--- src/rtl/rxf_pkg.sv ---
package rxf_pkg;
  typedef struct packed {
    logic station;
    logic bcast;
    logic hash;
  } rxf_hits_t;

  localparam logic [31:0] RXF_CRC_POLY = 32'hEDB88320;
endpackage

--- src/rtl/rxf_addr_match.sv ---
module rxf_addr_match
  import rxf_pkg::*;
#(
  parameter int ADDR_W = 48,
  parameter int FILT_W = 64
) (
  input  logic [ADDR_W-1:0] da,
  input  logic [ADDR_W-1:0] station_addr,
  input  logic [FILT_W-1:0] mc_filter,
  output rxf_hits_t         hits
);
  localparam int IDX_W = $clog2(FILT_W);

  function automatic logic [31:0] addr_crc(input logic [ADDR_W-1:0] a);
    logic [31:0] c;
    logic        fb;
    c = '1;
    for (int i = 0; i < ADDR_W; i++) begin
      fb = c[0] ^ a[i];
      c  = c >> 1;
      if (fb) c = c ^ RXF_CRC_POLY;
    end
    return c;
  endfunction

  logic [31:0]      crc;
  logic [IDX_W-1:0] idx;

  always_comb begin
    crc          = addr_crc(da);
    idx          = crc[31 -: IDX_W];
    hits.station = (da == station_addr);
    hits.bcast   = &da;
    hits.hash    = da[0] & mc_filter[idx];
  end
endmodule

--- src/rtl/rxf_reject_window.sv ---
module rxf_reject_window #(
  parameter int REJ_WIN = 8
) (
  input  logic clk,
  input  logic rst_n,
  input  logic start,
  input  logic ext_reject,
  output logic rej_seen
);
  localparam int CW = $clog2(REJ_WIN + 1);
  localparam logic [CW-1:0] WIN_C = CW'(REJ_WIN);

  logic [CW-1:0] cnt_q, cnt_d;
  logic          flag_q, flag_d;
  logic          open;

  assign open     = (cnt_q != '0);
  assign rej_seen = flag_q | (open & ext_reject);

  always_comb begin
    cnt_d  = cnt_q;
    flag_d = flag_q;
    if (start) begin
      cnt_d  = WIN_C;
      flag_d = 1'b0;
    end else if (open) begin
      cnt_d  = cnt_q - 1'b1;
      flag_d = flag_q | ext_reject;
    end
  end

  always_ff @(posedge clk or negedge rst_n) begin
    if (!rst_n) begin
      cnt_q  <= '0;
      flag_q <= 1'b0;
    end else begin
      cnt_q  <= cnt_d;
      flag_q <= flag_d;
    end
  end

  p_win_load_r8: assert property (@(posedge clk) disable iff (!rst_n)
    start |=> (cnt_q == WIN_C));
  p_late_ignored_r8: assert property (@(posedge clk) disable iff (!rst_n)
    (!open && !start) |=> $stable(flag_q));
  p_win_bound_r8: assert property (@(posedge clk) disable iff (!rst_n)
    cnt_q <= WIN_C);
endmodule

--- src/rtl/rxf_decide.sv ---
module rxf_decide
  import rxf_pkg::*;
(
  input  logic      clk,
  input  logic      rst_n,
  input  logic      da_valid,
  input  rxf_hits_t hits_in,
  input  logic      frame_end,
  input  logic      promisc,
  input  logic      no_bcast,
  input  logic      no_station,
  input  logic      ext_sel,
  input  logic      filter_zero,
  input  logic      rej_seen,
  output logic      dec_valid,
  output logic      accept
);
  rxf_hits_t hits_q, hits_d;
  logic      valid_d, acc_d, acc_q, valid_q;
  logic      internal_hit, int_disabled;

  always_comb begin
    hits_d       = da_valid ? hits_in : hits_q;
    internal_hit = (hits_q.station & ~no_station) |
                   (hits_q.bcast & ~no_bcast) | hits_q.hash;
    int_disabled = ~promisc & no_bcast & no_station & filter_zero;
    valid_d      = frame_end;
    acc_d        = acc_q;
    if (frame_end)
      acc_d = promisc | internal_hit | (ext_sel & int_disabled & ~rej_seen);
  end

  always_ff @(posedge clk or negedge rst_n) begin
    if (!rst_n) begin
      hits_q  <= '0;
      valid_q <= 1'b0;
      acc_q   <= 1'b0;
    end else begin
      hits_q  <= hits_d;
      valid_q <= valid_d;
      acc_q   <= acc_d;
    end
  end

  assign dec_valid = valid_q;
  assign accept    = acc_q & valid_q;

  p_dec_follows_end_r11: assert property (@(posedge clk) disable iff (!rst_n)
    frame_end |=> dec_valid);
  p_no_spurious_r11: assert property (@(posedge clk) disable iff (!rst_n)
    !frame_end |=> !dec_valid);
  p_promisc_accept_r5: assert property (@(posedge clk) disable iff (!rst_n)
    (frame_end && promisc) |=> accept);
  p_hit_overrides_r6: assert property (@(posedge clk) disable iff (!rst_n)
    (frame_end && hits_q.station && !no_station) |=> accept);
  p_nosel_disabled_r9: assert property (@(posedge clk) disable iff (!rst_n)
    (frame_end && !ext_sel && int_disabled) |=> !accept);
endmodule

--- src/rtl/rx_accept_filter.sv ---
module rx_accept_filter
  import rxf_pkg::*;
#(
  parameter int ADDR_W  = 48,
  parameter int FILT_W  = 64,
  parameter int REJ_WIN = 8
) (
  input  logic              clk,
  input  logic              rst_n,
  input  logic              da_valid,
  input  logic [ADDR_W-1:0] da,
  input  logic [ADDR_W-1:0] station_addr,
  input  logic [FILT_W-1:0] mc_filter,
  input  logic              promisc,
  input  logic              no_bcast,
  input  logic              no_station,
  input  logic              ext_sel,
  input  logic              ext_reject,
  input  logic              frame_end,
  output logic              dec_valid,
  output logic              accept
);
  rxf_hits_t hits;
  logic      rej_seen;
  logic      filter_zero;

  assign filter_zero = ~|mc_filter;

  rxf_addr_match #(.ADDR_W(ADDR_W), .FILT_W(FILT_W)) u_match (
    .da(da), .station_addr(station_addr), .mc_filter(mc_filter), .hits(hits)
  );

  rxf_reject_window #(.REJ_WIN(REJ_WIN)) u_win (
    .clk(clk), .rst_n(rst_n), .start(da_valid),
    .ext_reject(ext_reject), .rej_seen(rej_seen)
  );

  rxf_decide u_dec (
    .clk(clk), .rst_n(rst_n), .da_valid(da_valid), .hits_in(hits),
    .frame_end(frame_end), .promisc(promisc), .no_bcast(no_bcast),
    .no_station(no_station), .ext_sel(ext_sel), .filter_zero(filter_zero),
    .rej_seen(rej_seen), .dec_valid(dec_valid), .accept(accept)
  );

  p_reset_quiet_r1: assert property (@(posedge clk) disable iff (!rst_n)
    (!$past(frame_end)) |-> !dec_valid);
endmodule

--- config.mk ---
export PLATFORM = sky130hd
export DESIGN_NAME = rx_accept_filter
export DESIGN_NICKNAME = d
export VERILOG_FILES = /design/src/rtl/rxf_pkg.sv /design/src/rtl/rxf_addr_match.sv /design/src/rtl/rxf_reject_window.sv /design/src/rtl/rxf_decide.sv /design/src/rtl/rx_accept_filter.sv
export SDC_FILE = /design/constraint.sdc
export NUM_CORES = 1
export LEC_CHECK = 0
export BUFFER_PORTS_ARGS = -buffer_cell sky130_fd_sc_hd__buf_2
export CAP_MARGIN = 40
export CORE_AREA = 2 2 102 104
export CTS_CLUSTER_DIAMETER = 120
export DETAILED_ROUTE_END_ITERATION = 10
export DIE_AREA = 0 0 104 106
export HOLD_SLACK_MARGIN = 0.15
export PLACE_DENSITY = 0.78
export SYNTH_ARGS = -nofsm -noshare
export SYNTH_HDL_FRONTEND = slang
export SYNTH_SLANG_ARGS = --single-unit
--- constraint.sdc ---
create_clock -name clk -period 1.8 [get_ports clk]
set_input_delay 0.36 -clock clk [delete_from_list [all_inputs] [get_ports clk]]
set_output_delay 0.36 -clock clk [all_outputs]
set_load 0.03 [all_outputs]
* Yosys cells after proc, flatten, opt, wreduce, memory -nomap -nowiden *
Cells that the tools add are included.

storage, ports and cells
  output and inout port bits = 2
  logic and storage cells = 183
  bits of input ports = 169
  register bits after elaboration = 10

cells by class
  equal/unequal tests = 1
  bitwise gates (word level) = 114
  reduce and logical (&&, ||, !) cells = 5
  add/sub/neg operators = 1
  multiplexer cells = 54
  order comparisons = 1

operators by type and width
  cell                   number
  $mux W32               48
  $not A13 Y14           47
  $reduce_or A64 Y1      1
  $eq A48 B48 Y1         1
  $reduce_and A48 Y1     1
  $xor A1 B1 Y1          47
  $and A1 B1 Y1          10
  $mux W4                2
  $lt A6 B7 Y1 const B   1
  $bmux W1 S6            1
  $or A1 B1 Y1           6
  $not A1 Y1             4
  $reduce_bool A4 Y1     1
  $sub A4 B1 Y4 const B  1
  $mux W1                3
  $reduce_bool A2 Y1     1
  $logic_not A1 Y1       1

* Longest topological paths before layout *
  depth in word-level cells = 98
  gate-level depth with buffers = 17
  gate-level depth less buffers = 15

* Modules after synthesis *
Synthesis repeated with hierarchy kept, for this count alone.

unflattened totals
  cell total of the unflattened synthesis = 404
  area, all modules = 4383.0 um^2

modules (own cells, without submodules)
  module             sequential area each (um^2)  area each (um^2)  instances  cells each
  rxf_addr_match     0.0                          3768.6            1          340
  rxf_reject_window  125.1                        269.0             1          24
  rxf_decide         125.1                        201.4             1          19
  rx_accept_filter   0.0                          143.9             1          21

* Least setup slack after synthesis *
OpenSTA, ideal clock, no wires.

  path kind = input to register
  start = input da[2]
  end = register u_dec.hits_q[0] in the netlist's numbering
  required time = 1.666 ns
  stages = 15
  setup slack = -3.043 ns
  buffers on the path = 0
  arrival time = 4.709 ns
  library setup time = 0.134 ns
  cells stage by stage = ha_1 xnor2_2 xnor3_1 xnor3_1 xnor2_1 xnor3_2 xnor3_2 xor2_1 xnor2_2 mux4_1 nand2_1 nand2_1 a2111oi_2 a211oi_1 a2bb2oi_1

on the way
  word-level cells in the longest chain between the ends = 69
  elaborated cells on any way between the ends = 127
  those cells by class = 48 x mux; 79 x bitwise

ends and longest elaborated chain
  item                                                       RTL line                                    text
  from (decl)                                                rx_accept_filter.sv:11                      input logic [ADDR_W-1:0] da,
  $xor A1 B1 Y1 (*)                                          rxf_addr_match.sv:19                        fb = c[0] ^ a[i];
  $mux W32 (*) (3 in series)                                 rxf_addr_match.sv:21                        if (fb) c = c ^ RXF_CRC_POLY;
  $not A13 Y14 (no line) / $mux W32 (equally long branches)  n/a
  $mux W32 (*) (6 in series)                                 rxf_addr_match.sv:21
  $xor A1 B1 Y1 / $mux W32 (equally long branches)           rxf_addr_match.sv:19, rxf_addr_match.sv:21
  $mux W32 (*)                                               rxf_addr_match.sv:21
  $not A13 Y14 (no line), or another cell as far along       n/a
  $mux W32 (*) (2 in series)                                 rxf_addr_match.sv:21
  [44 not listed]                                            n/a
  $mux W32 (*) (2 in series)                                 rxf_addr_match.sv:21
  $not A13 Y14 (no line) / $mux W32 (equally long branches)  n/a
  $mux W32 (*)                                               rxf_addr_match.sv:21
  $not A13 Y14 (no line) / $mux W32 (equally long branches)  n/a
  $mux W32 (*)                                               rxf_addr_match.sv:21
  $bmux W1 S6 (*)                                            rxf_addr_match.sv:34                        hits.hash = da[0] & mc_filter[idx];
  $mux W1 (implied by the code) (*)                          rxf_addr_match.sv:34
  $and A1 B1 Y1 (*)                                          rxf_addr_match.sv:34
  to (signal assigned)                                       rxf_decide.sv:39                            hits_q <= hits_d;
  to (decl)                                                  rxf_decide.sv:18                            rxf_hits_t hits_q, hits_d;

Mark *: on every way between the ends. The select of a mux whose other input is x is not followed.
A chain may end at the register's enable or synchronous reset.

* Final worst setup path *
  start = input da[5]
  end = register u_dec.hits_q[0] in the netlist's numbering

on the way
  word-level cells in the longest chain between the ends = 65
  elaborated cells on any way between the ends = 118
  those cells by class = 45 x mux; 73 x bitwise

ends and longest elaborated chain
  item                                                       RTL line
  $xor A1 B1 Y1 (*)                                          rxf_addr_match.sv:19
  $mux W32 (*) (6 in series)                                 rxf_addr_match.sv:21
  $xor A1 B1 Y1 / $not A13 Y14 (equally long branches)       n/a
  $mux W32 (*)                                               rxf_addr_match.sv:21
  $not A13 Y14 (no line) / $mux W32 (equally long branches)  n/a
  $mux W32 (*)                                               rxf_addr_match.sv:21
  $not A13 Y14 (no line) / $mux W32 (equally long branches)  n/a
  $mux W32 (*) (2 in series)                                 rxf_addr_match.sv:21
  [42 not listed]                                            n/a
  $mux W32 (*) (2 in series)                                 rxf_addr_match.sv:21
  $not A13 Y14 (no line) / $mux W32 (equally long branches)  n/a
  $mux W32 (*)                                               rxf_addr_match.sv:21
  $not A13 Y14 (no line)                                     n/a
  $mux W32 (*)                                               rxf_addr_match.sv:21
  $bmux W1 S6 (*)                                            rxf_addr_match.sv:34
  $mux W1 (implied by the code) (*)                          rxf_addr_match.sv:34
  $and A1 B1 Y1 (*)                                          rxf_addr_match.sv:34

Marks and branches as above.

==> reports/qor.csv <==
metric;value;unit
clock_sinks;10;
final.setup_skew;0.00326;ns
place.gp.congestion;1.02;
cts-htree-levels;1;
ys_seq_area_share;5.51;%
synth_edf_count;0;
synth_cells;429;
path_cells;buf_2 -> xor3_1 -> xnor3_1 -> xnor3_2 -> xnor2_1 -> xnor3_1 -> xnor3_2 -> xor2_2 -> xnor2_2 -> buf_4 -> mux4_2 -> nand2_1 -> nand2_1 -> a2111oi_4 -> a211oi_1 -> a2bb2oi_1;
clockBufferDepth;2;
die_area;11000;um^2
yosysWarningCount;0;
period_needed;4.44;ns
fin_nets;931;
path_max_fanout;6;
core_area;10000;um^2
grt_pass1_wl;26.6;mm
min_from;frame_end;
synth_cell_type_count;55;
clkTransAtPathRegs;0.05;ns
hold_class;in2reg;
path_buf_inv;2;
antenna_found_initial;0;
num_antenna_cells;0;
slew_headroom;68.4;%
root_buffer;clkbuf_8;
dieHeight;106;um
grt_pass1_vias;5105;
finalCritPeriodShare;247;%
hold_violations;0;
cts_tree;yes;
syn_avg_cell_area;10.6;um^2
final_area;7120;um^2
tightest_slew;0.470;ns
pin_count;171;
drtPass1Iterations;4;
endpoint_kind;flop;
ant_nets;0;
fmax;225;MHz
synth_area;4540;um^2
num_vias;4749;
startpoint_type;input port;
grt_max_degree;11;
startpoint;da[5];
critPathArrivalTime;4.56;ns
wl;17.3;mm
timing.final.ws_setup;-2.64;ns
final_common_cell;buf_2;
worstSkewPairLatency;0.23;ns
port_buffers;170;
wl_per_cell;19.3;um
place_area;6770;um^2
slew_violations;0;
layout_common_cells;168 x buf_2, 167 x buf_4, 98 x xnor2_1, 49 x xor2_1, 29 x xnor3_1;
rr_startpoint;u_win.cnt_q[1]$_DFFE_PN0P_;
syn_nets;603;
drive_gt1_share;56.1;%
synthArstFlopShare;100;%
setup-violations-final;2;
drtIter0Drc;213;
drc;0;
grt_overflow_total;0;
grtUsageTotal;31.3;%
synth_ff_type;dfrtp_1;
criticalPathCategory;in2reg;
area_growth;56.7;%
vias_per_cell;5.32;
cts-buffers-inserted;3;
cap_violations;0;
cpMaxStageDelayCell;xor3_1;
cp.required;1.91;ns
start_util;45.4;%
slowest_delay;0.53;ns
cpLargestDelayFamily;XOR/XNOR gates;
die_w;104;um
dp_hpwl;14.9;mm
rsz0062_at_grt;true;
num_rows;37;
synth.ff_latch_count;10;
status;complete, but fails checks;
violations;setup timing;
registers in the layout, indices dropped and copies added, names as in the netlist:
signal           flops
u_dec.hits_q         3
u_dec.dec_valid      1
u_win.flag_q         1
u_dec.acc_q          1
u_win.cnt_q          4
cells by family (layout without fill, tap and decap cells):
family	count (synthesis)	in the layout	synth area share, %
buf+inv	25	352	3.31
mux	21	21	7.00
flops	10	10	5.51
fa+ha+maj	5	5	1.38
simple gates	99	99	11.9
compound gates	36	36	6.06
xor+xnor	233	233	64.8
worst paths after layout:
| kind | to | slack (ns) | cells past startpoint |
|---|---|---|---|
| max | u_dec.hits_q[0]$_DFFE_PN0P_ | -2.64 | 16 |
| min | u_dec.dec_valid$_DFF_PN0_ | 0.31 | 1 |
| max reg2reg | u_dec.acc_q$_DFFE_PN0P_ | -0.13 | 8 |
| min reg2reg | u_win.cnt_q[3]$_DFFE_PN0P_ | 0.49 | 1 |
| max in group asynchronous | u_dec.hits_q[1]$_DFFE_PN0P_ | 1.10 | 2 |
| min in group asynchronous | u_win.cnt_q[2]$_DFFE_PN0P_ | 0.51 | 2 |
layer usage:
| metal | up-vias | wire [um] | GRT usage [%] | part of all wire (%) |
|---|---|---|---|---|
| met1 | 2231 | 6260 | 34.5 | 36 |
| li1 | 2196 | - | - | - |
| met2 | 267 | 8870 | 58.8 | 51 |
| met5 | - | 0 | 0 | 0 |
| met3 | 55 | 1070 | 3.07 | 6.2 |
| met4 | 0 | 1060 | 17.3 | 6.1 |
stage by stage:
step	setup TNS, ns	setup WS (ns)	utilization, %	instances	hold WS (ns)
3_3_place_gp	-3.52	-3.05	67.7	881	0.227
2_1_floorplan	-2.76	-2.76	-	429	0.0644
6_report	-2.78	-2.64	71.2	892	0.307
5_1_grt	-3.06	-2.85	71.2	892	0.311
4_1_cts	-2.75	-2.63	70.7	892	0.308
3_5_place_dp	-3.58	-3.09	67.7	881	0.231
Yosys cell counts, drive strengths merged (3+ instances only):
library cell | n | area share (%)
mux4 | 6 | 3.1
mux2 | 7 | 1.7
xor3 | 5 | 2.6
mux2i | 8 | 2.1
o22ai | 3 | 0.41
a2111oi | 3 | 0.72
nor4 | 25 | 3.4
a31oi | 4 | 0.55
nand2 | 12 | 0.99
nand4 | 20 | 2.8
xnor2 | 125 | 28
nor2 | 19 | 1.6
xor2 | 57 | 11
and2 | 4 | 0.55
inv | 8 | 0.66
dfrtp | 10 | 5.5
ha | 5 | 1.4
o221ai | 4 | 0.77
xnor3 | 46 | 23
a21oi | 3 | 0.33
o21ai | 6 | 0.66
a211oi | 4 | 0.66
buf | 14 | 2.4
clkbuf | 3 | 0.25
nand3 | 4 | 0.44
nor3 | 4 | 0.44
final cells by class:
type	instances	area (um^2)
clock buffer	4	55.1
inverter	8	30.0
sequential	10	250
timing repair buffer	340	2180
fill	755	2880
tap	136	170
multi-input combinational	394	4430
what timing repair did:
item,4_1_cts,5_1_grt
hold endpoints to repair,10,0
hold buffers,1,0
pin swaps,18,1
buffers inserted,6,0
gates resized for setup,29,9
cloned,0,0
setup endpoints to repair,3,3
Power is not shown: default switching activity piles up to over one toggle a cycle in this logic, so the estimate is an artifact.
